**config.mk**
```make
export PLATFORM = sky130hd
export DESIGN_NAME = pcm_slot_if
export DESIGN_NICKNAME = d
export VERILOG_FILES = /design/src/rtl/pcm_slot_pkg.sv /design/src/rtl/pcm_slot_ctrl.sv /design/src/rtl/pcm_slot_dp.sv /design/src/rtl/pcm_slot_if.sv
export SDC_FILE = /design/constraint.sdc
export NUM_CORES = 1
export LEC_CHECK = 0
export BUFFER_PORTS_ARGS = -buffer_cell sky130_fd_sc_hd__buf_4
export CAP_MARGIN = 20
export CORE_MARGIN = 1.5
export CORE_UTILIZATION = 23
export DETAILED_ROUTE_END_ITERATION = 10
export MAX_ROUTING_LAYER = met4
export PLACE_DENSITY_LB_ADDON = 0.15
export SYNTH_ARGS = -nofsm -noshare
export SYNTH_HDL_FRONTEND = slang
export SYNTH_SLANG_ARGS = --single-unit
```
**constraint.sdc**
```tcl
create_clock -name bclk -period 5 [get_ports bclk]
set_input_delay 1 -clock bclk [delete_from_list [all_inputs] [get_ports bclk]]
set_output_delay 1 -clock bclk [all_outputs]
set_load 0.05 [all_outputs]
```
**src/rtl/pcm_slot_pkg.sv**
```systemverilog
package pcm_slot_pkg;

  localparam int SLOT_BITS = 8;
  localparam int SLOT_LOG  = 3;
  localparam int WIDE_BITS = 16;

  localparam logic [2:0] RATE_1536 = 3'd0;
  localparam logic [2:0] RATE_1544 = 3'd1;
  localparam logic [2:0] RATE_2048 = 3'd2;
  localparam logic [2:0] RATE_4096 = 3'd3;
  localparam logic [2:0] RATE_8192 = 3'd4;

  // strobes from the frame control to the slot datapath
  typedef struct packed {
    logic frameStart;
    logic drive;
    logic rxArm;
  } ctl_t;

  // {supported, code} for a frame whose last bit position is lastPos
  function automatic logic [3:0] decodeLen(input int unsigned lastPos);
    case (lastPos + 1)
      192:     return {1'b1, RATE_1536};
      193:     return {1'b1, RATE_1544};
      256:     return {1'b1, RATE_2048};
      512:     return {1'b1, RATE_4096};
      1024:    return {1'b1, RATE_8192};
      default: return 4'b0000;
    endcase
  endfunction

endpackage

```
**src/rtl/pcm_slot_ctrl.sv**
```systemverilog
module pcm_slot_ctrl
  import pcm_slot_pkg::*;
#(
  parameter int CNTW = 11,
  parameter int OFFW = 3
) (
  input  logic            bclk,
  input  logic            rstN,
  input  logic            fsync,
  input  logic [OFFW-1:0] bitOffset,
  output ctl_t            ctl,
  output logic [CNTW-1:0] effNext,
  output logic [CNTW-1:0] effCur,
  output logic [2:0]      rateCode,
  output logic            rateLocked,
  output logic            rateError
);

  localparam logic [CNTW-1:0] POS_MAX = '1;
  localparam logic [CNTW-1:0] POS_TOP = POS_MAX - 1'b1;

  logic            fsPrev;
  logic            fsStart;
  logic [CNTW-1:0] pos, posNext;
  logic [CNTW-1:0] eff;
  logic            seenQ, seenD;
  logic            prevOkQ, prevOkD;
  logic [CNTW-1:0] prevPosQ, prevPosD;
  logic            lockQ, lockD;
  logic            errQ, errD;
  logic [2:0]      codeQ, codeD;
  logic [3:0]      lenDec;

  assign fsStart = fsync & ~fsPrev;
  assign posNext = fsStart ? '0 : ((pos == POS_MAX) ? POS_MAX : pos + 1'b1);
  assign effNext = (posNext == CNTW'(bitOffset)) ? '0
                 : ((eff == POS_MAX) ? POS_MAX : eff + 1'b1);
  assign lenDec  = decodeLen(int'(pos));

  always_comb begin
    seenD    = seenQ;
    prevOkD  = prevOkQ;
    prevPosD = prevPosQ;
    lockD    = lockQ;
    errD     = errQ;
    codeD    = codeQ;
    if (fsStart) begin
      seenD = 1'b1;
      if (seenQ) begin
        errD     = ~lenDec[3];
        lockD    = lenDec[3] & prevOkQ & (pos == prevPosQ);
        prevPosD = pos;
        prevOkD  = lenDec[3];
        if (lockD) codeD = lenDec[2:0];
      end
    end else if (seenQ && pos == POS_TOP) begin
      errD    = 1'b1;
      lockD   = 1'b0;
      prevOkD = 1'b0;
    end
  end

  always_ff @(posedge bclk or negedge rstN) begin
    if (!rstN) begin
      fsPrev   <= 1'b0;
      pos      <= POS_MAX;
      eff      <= POS_MAX;
      seenQ    <= 1'b0;
      prevOkQ  <= 1'b0;
      prevPosQ <= '0;
      lockQ    <= 1'b0;
      errQ     <= 1'b0;
      codeQ    <= RATE_1536;
    end else begin
      fsPrev   <= fsync;
      pos      <= posNext;
      eff      <= effNext;
      seenQ    <= seenD;
      prevOkQ  <= prevOkD;
      prevPosQ <= prevPosD;
      lockQ    <= lockD;
      errQ     <= errD;
      codeQ    <= codeD;
    end
  end

  assign ctl.frameStart = fsStart;
  assign ctl.drive      = lockD & ~errD;
  assign ctl.rxArm      = lockQ & ~errQ;
  assign effCur         = eff;
  assign rateCode       = codeQ;
  assign rateLocked     = lockQ;
  assign rateError      = errQ;

  assert_start_zero_R2: assert property (@(posedge bclk) disable iff (!rstN)
    fsStart |=> (pos == '0));

  assert_lock_on_sync_R3: assert property (@(posedge bclk) disable iff (!rstN)
    $rose(lockQ) |-> $past(fsStart));

  assert_error_unlocked_R4: assert property (@(posedge bclk) disable iff (!rstN)
    errQ |-> !lockQ);

endmodule

```
**src/rtl/pcm_slot_dp.sv**
```systemverilog
module pcm_slot_dp
  import pcm_slot_pkg::*;
#(
  parameter int NCH   = 4,
  parameter int SLOTW = 7,
  parameter int CNTW  = 11
) (
  input  logic                     bclk,
  input  logic                     rstN,
  input  ctl_t                     ctl,
  input  logic [CNTW-1:0]          effNext,
  input  logic [CNTW-1:0]          effCur,
  input  logic [NCH*SLOTW-1:0]     txSlots,
  input  logic [NCH*SLOTW-1:0]     rxSlots,
  input  logic [NCH-1:0]           wideMode,
  input  logic [NCH-1:0]           chEnable,
  input  logic [NCH*WIDE_BITS-1:0] txSamples,
  input  logic                     rxData,
  output logic                     txData,
  output logic                     txOe,
  output logic [NCH*WIDE_BITS-1:0] rxSamples,
  output logic [NCH-1:0]           rxValid
);

  localparam int SLW = CNTW - SLOT_LOG;
  localparam int SW  = WIDE_BITS;

  logic [SLW:0]          slotN, slotC;
  logic [SLOT_LOG-1:0]   bitN, bitC;
  logic [NCH-1:0]        txHit, txBit;
  logic                  anyHit, selBit;

  assign slotN = {1'b0, effNext[CNTW-1:SLOT_LOG]};
  assign bitN  = effNext[SLOT_LOG-1:0];
  assign slotC = {1'b0, effCur[CNTW-1:SLOT_LOG]};
  assign bitC  = effCur[SLOT_LOG-1:0];

  genvar c;
  generate
    for (c = 0; c < NCH; c++) begin : g_ch
      logic [SLW:0]        tsLo, tsHi, rsLo, rsHi;
      logic                txFirst, txSecond;
      logic                rxFirst, rxSecond, rxIn, rxDone;
      logic [SW-1:0]       src, txHold, rxShift, rxWord;
      logic [SLOT_LOG:0]   bitIdx;
      logic                validQ;

      assign tsLo = (SLW+1)'(txSlots[c*SLOTW +: SLOTW]);
      assign tsHi = tsLo + 1'b1;
      assign rsLo = (SLW+1)'(rxSlots[c*SLOTW +: SLOTW]);
      assign rsHi = rsLo + 1'b1;

      // transmit selection for the bit that starts at the coming edge
      assign txFirst  = (slotN == tsLo);
      assign txSecond = wideMode[c] & (slotN == tsHi);
      assign txHit[c] = chEnable[c] & (txFirst | txSecond);
      assign src      = ctl.frameStart ? txSamples[c*SW +: SW] : txHold;
      assign bitIdx   = {wideMode[c] & txFirst, ~bitN};
      assign txBit[c] = src[bitIdx];

      always_ff @(posedge bclk or negedge rstN) begin
        if (!rstN)               txHold <= '0;
        else if (ctl.frameStart) txHold <= txSamples[c*SW +: SW];
      end

      // receive capture in the middle of the current bit
      assign rxFirst  = (slotC == rsLo);
      assign rxSecond = wideMode[c] & (slotC == rsHi);
      assign rxIn     = ctl.rxArm & chEnable[c] & (rxFirst | rxSecond);
      assign rxDone   = rxIn & (&bitC) & (~wideMode[c] | rxSecond);

      always_ff @(negedge bclk or negedge rstN) begin
        if (!rstN) begin
          rxShift <= '0;
          rxWord  <= '0;
          validQ  <= 1'b0;
        end else begin
          validQ <= rxDone;
          if (rxIn) rxShift <= {rxShift[SW-2:0], rxData};
          if (rxDone) begin
            if (wideMode[c]) rxWord <= {rxShift[SW-2:0], rxData};
            else             rxWord <= {{SLOT_BITS{1'b0}}, rxShift[SLOT_BITS-2:0], rxData};
          end
        end
      end

      assign rxSamples[c*SW +: SW] = rxWord;
      assign rxValid[c]            = validQ;

      assert_valid_pulse_R8: assert property (@(negedge bclk) disable iff (!rstN)
        validQ |=> !validQ);

      assert_disabled_silent_R9: assert property (@(negedge bclk) disable iff (!rstN)
        validQ |-> $past(chEnable[c]));
    end
  endgenerate

  // lowest-numbered claimant wins
  always_comb begin
    anyHit = |txHit;
    selBit = 1'b0;
    for (int k = NCH - 1; k >= 0; k--) begin
      if (txHit[k]) selBit = txBit[k];
    end
  end

  always_ff @(posedge bclk or negedge rstN) begin
    if (!rstN) begin
      txOe   <= 1'b0;
      txData <= 1'b0;
    end else begin
      txOe   <= ctl.drive & anyHit;
      txData <= ctl.drive & anyHit & selBit;
    end
  end

endmodule

```
**src/rtl/pcm_slot_if.sv**
```systemverilog
module pcm_slot_if
  import pcm_slot_pkg::*;
#(
  parameter int NCH   = 4,
  parameter int SLOTW = 7,
  parameter int CNTW  = 11,
  parameter int OFFW  = 3
) (
  input  logic                     bclk,
  input  logic                     rstN,
  input  logic                     fsync,
  input  logic                     rxData,
  input  logic [OFFW-1:0]          bitOffset,
  input  logic [NCH*SLOTW-1:0]     txSlots,
  input  logic [NCH*SLOTW-1:0]     rxSlots,
  input  logic [NCH-1:0]           wideMode,
  input  logic [NCH-1:0]           chEnable,
  input  logic [NCH*WIDE_BITS-1:0] txSamples,
  output logic                     txData,
  output logic                     txOe,
  output logic [NCH*WIDE_BITS-1:0] rxSamples,
  output logic [NCH-1:0]           rxValid,
  output logic [2:0]               rateCode,
  output logic                     rateLocked,
  output logic                     rateError
);

  ctl_t            ctl;
  logic [CNTW-1:0] effNext, effCur;

  pcm_slot_ctrl #(.CNTW(CNTW), .OFFW(OFFW)) u_ctrl (
    .bclk(bclk), .rstN(rstN), .fsync(fsync), .bitOffset(bitOffset),
    .ctl(ctl), .effNext(effNext), .effCur(effCur),
    .rateCode(rateCode), .rateLocked(rateLocked), .rateError(rateError)
  );

  pcm_slot_dp #(.NCH(NCH), .SLOTW(SLOTW), .CNTW(CNTW)) u_dp (
    .bclk(bclk), .rstN(rstN), .ctl(ctl), .effNext(effNext), .effCur(effCur),
    .txSlots(txSlots), .rxSlots(rxSlots), .wideMode(wideMode),
    .chEnable(chEnable), .txSamples(txSamples), .rxData(rxData),
    .txData(txData), .txOe(txOe), .rxSamples(rxSamples), .rxValid(rxValid)
  );

  assert_drive_needs_lock_R3: assert property (@(posedge bclk) disable iff (!rstN)
    txOe |-> rateLocked);

  assert_error_silent_R4: assert property (@(posedge bclk) disable iff (!rstN)
    rateError |-> !txOe);

endmodule

```
==> impl_metrics.env <==
export IMPL_drt_pass1_iter_count=5
export IMPL_antenna_found_initial=8
export IMPL_p_leak_nw=8.40
export IMPL_wl_per_cell_um=18.2
export IMPL_final_util_pct=32.2
export IMPL_rr_worst_depth=9
export IMPL_setup_slack_ps=-210
export IMPL_ios=210
export IMPL_cts_made_buffers=29
export IMPL_hp_start="u_dp.g_ch[2].rxWord[0]"
export IMPL_core_area_mm2=0.0566
export IMPL_layout_nets=1881
export IMPL_ys_flop_type="dfrtn_1"
export IMPL_die_area_mm2=0.0590
export IMPL_areaGrowthSynthToFinish_pct=37.5
export IMPL_endpoint_kind="register"
export IMPL_start_util_pct=23.4
export IMPL_finClkSkew_ps=22.4
export IMPL_cts_sinks=235
export IMPL_timing_rr_end="u_dp.g_ch[1].rxShift[5]"
export IMPL_synth_area_mm2=0.0132
export IMPL_violations="negative setup slack"
export IMPL_cts_clk_slew_worst_paths_ps=40
export IMPL_grt_overflow=0
export IMPL_hold_end="u_dp.g_ch[2].rxWord[0]"
export IMPL_synth_cells=1460
export IMPL_wl_mm=45.7
export IMPL_r2r_start="u_ctrl.effCur[9]"
export IMPL_place_area_mm2=0.0166
export IMPL_maxSlewViolCount=0
export IMPL_htreeDepth=1
export IMPL_ant_nets=0
export IMPL_p_sw_w=0.00219
export IMPL_startpoint_type="input port"
export IMPL_ir_drop_v=0.000211
export IMPL_dp_cells=2430
export IMPL_clock_path_buffers=3
export IMPL_setup_viol_count_final=92
export IMPL_crit_family="compound AO/OA/AOI/OAI gates"
export IMPL_rsz0062_at_grt="true"
export IMPL_hold_ws_ps=420
export IMPL_critPathRequiredTime_ps=2900
export IMPL_relSlewSlack_pct=38.1
export IMPL_syn_nets=1609
export IMPL_hold_viol_final=0
export IMPL_grt_use_total_pct=15.5
export IMPL_max_stage_delay_ps=390
export IMPL_place_congestion=0.866
export IMPL_seq_area_frac_synth_pct=44.6
export IMPL_rows=87
export IMPL_drtIter0Drc=609
export IMPL_ff2ff_setup_slack_ps=-200
export IMPL_startpoint="rxSlots[11]"
export IMPL_die_height_um=243
export IMPL_maxCapViolCount=0
export IMPL_pwr_share_seq_pct=34.5
export IMPL_worst_path_buf_inv=3
export IMPL_tightest_slew_ps=928
export IMPL_synth_warnings=0
export IMPL_finalInstanceArea_mm2=0.0182
export IMPL_vias=11800
export IMPL_status="finished, violations left"
export IMPL_arrival_ps=3110
export IMPL_synth_seq_cells=235
export IMPL_whs_path_depth=2
export IMPL_grt_start_max_net_pins=71
export IMPL_synth_edf_count=0
export IMPL_p_comb_share_pct=32.6
export IMPL_grt_first_pass_wirelength_mm=70.2
export IMPL_vias_per_cell=4.70
export IMPL_drive_gt1_share_pct=31.3
export IMPL_p_sw_share_pct=34.8
export IMPL_ys_types=83
export IMPL_setup_worst_path_class="in -> reg"
export IMPL_p_int_w=0.00410
export IMPL_crit_slowest_cell="a2111oi_4"
export IMPL_hold_class="reg -> reg"
export IMPL_drc=0
export IMPL_grt_pass1_vias=11700
export IMPL_path_cells="buf_4, nand2_1, nor3_1, a211oi_2, a211oi_2, a41oi_2, a2111oi_4, buf_4, a21oi_2, nor2_4, buf_12, mux2_4"
export IMPL_die_w_um=243
export IMPL_dp_hpwl_mm=33.5
export IMPL_io_buffers=209
export IMPL_cts_root_buffer="clkbuf_16"
export IMPL_async_reset_ff_share_pct=100
export IMPL_fin_cells=2517
export IMPL_power_density_mw_per_mm2=345
export IMPL_clk_insertion_delay_late_ps=570
export IMPL_cp_max_fo=9
export IMPL_tritoncts="built"
export IMPL_syn_area_per_cell_um2=9.07
export IMPL_clockPowerShare_pct=32.9
[state kept, by name, indices dropped and copies added (netlist names)]
register	flops
u_dp.g_ch.validQ	4
u_dp.txData	1
u_ctrl.rateLocked	1
u_dp.g_ch.rxShift	60
u_dp.g_ch.rxWord	64
u_ctrl.rateCode	3
u_ctrl.pos	11
u_ctrl.seenQ	1
u_dp.txOe	1
u_ctrl.effCur	11
u_ctrl.rateError	1
u_ctrl.prevOkQ	1
u_ctrl.prevPosQ	11
u_dp.g_ch.txHold	64
u_ctrl.fsPrev	1
[power groups by stage]
stage	Combinational (W)	Sequential [W]	Clock, W
after global placement	0.00198	0.00220	0
final	0.00205	0.00217	0.00207
after floorplan	0.00132	0.00213	0
after global routing	0.00226	0.00219	0.00222
after CTS	0.00203	0.00217	0.00215
after detailed placement	0.00198	0.00220	0
[synth_stat cells, types with 24 or more instances]
library cell | count | area (um^2)
nand2_1 | 348 | 1310
dfrtn_1 | 128 | 3200
dfrtp_1 | 85 | 2130
mux2_2 | 70 | 788
nor2_1 | 69 | 259
xnor2_1 | 64 | 561
nand3_1 | 57 | 285
o21ai_0 | 57 | 285
clkbuf_1 | 56 | 210
xor2_1 | 45 | 394
a21oi_1 | 35 | 175
nor3_1 | 29 | 145
a22o_1 | 25 | 219
nand4_1 | 25 | 156
inv_1 | 24 | 90.1
[through the flow]
step | setup WS, ps | TNS, ps | power (W)
final | -210 | -12410 | 0.00629
after floorplan | -592 | -41740 | 0.00345
after global routing | -293 | -24060 | 0.00667
after detailed placement | -913 | -93820 | 0.00418
after CTS | -232 | -15000 | 0.00635
after global placement | -894 | -94290 | 0.00418
[cells by family after synthesis]
group | Yosys count | share of synthesized area (%)
flip-flops | 235 | 44.6
multiplexers | 86 | 7.38
XOR/XNOR | 109 | 7.21
AO/OA/AOI/OAI | 267 | 14.0
AND/OR/NAND/NOR | 628 | 21.6
buffers and inverters | 121 | 3.93
adder cells (fa/ha/maj) | 14 | 1.32
[placed cells by master (no fill, tap or decap), drive strengths merged, types with 25 or more instances in the layout]
master | Yosys | final
xor2 | 45 | 45
nor2 | 70 | 70
nand3 | 58 | 60
nand2 | 348 | 348
o21ai | 78 | 78
dfrtp | 85 | 85
dfrtn | 128 | 128
nand4 | 25 | 25
buf | 37 | 328
a22o | 26 | 26
nor3 | 29 | 29
xnor2 | 64 | 64
mux2 | 70 | 70
inv | 25 | 28
clkbuf | 56 | 45
a21oi | 36 | 36
[timing repair]
item,in CTS,in global routing
pin swaps,13,15
endpoints found under the setup margin,126,127
hold endpoints to repair,0,0
resized for setup,48,22
setup buffers,13,9
cloned,4,3
hold buffers,0,0
[area by class of cell]
class | count | area, um^2
inverters | 28 | 116
diodes | 8 | 20.0
multi-input cells | 1107 | 7490
well taps | 756 | 946
repair buffers | 331 | 2790
clock buffers | 43 | 858
flip-flops and latches | 235 | 5910
fillers | 5970 | 38400
clock inverters | 9 | 76.3
[tightest hold or removal path, stage by stage, from the launching register on]
cell     delay, ps
dfrtn_1        400
nand2_1         50
nand2_1         50
[routing by layer]
| metal | global-route usage, % | share of wire, % | vias to the layer above |
|---|---|---|---|
| met3 | 2.66 | 5.3 | 70 |
| li1 | - | - | 5716 |
| met5 | - | 0 | - |
| met1 | 20.9 | 47 | 5724 |
| met2 | 23.9 | 45 | 319 |
| met4 | 4.33 | 2.4 | 0 |
[worst max path at each step]
stage | endpoint | cells past startpoint
6_report | u_dp.g_ch[1].rxShift[5] | 12
5_1_grt | u_dp.g_ch[1].rxShift[3] | 12
4_1_cts | u_dp.g_ch[1].rxShift[5] | 9
3_5_place_dp | u_dp.g_ch[3].rxWord[5] | 11
3_3_place_gp | u_dp.g_ch[3].rxWord[0] | 11
2_1_floorplan | u_dp.g_ch[3].rxWord[7] | 12
No activity file was read; power rests on OpenSTA's default activity.
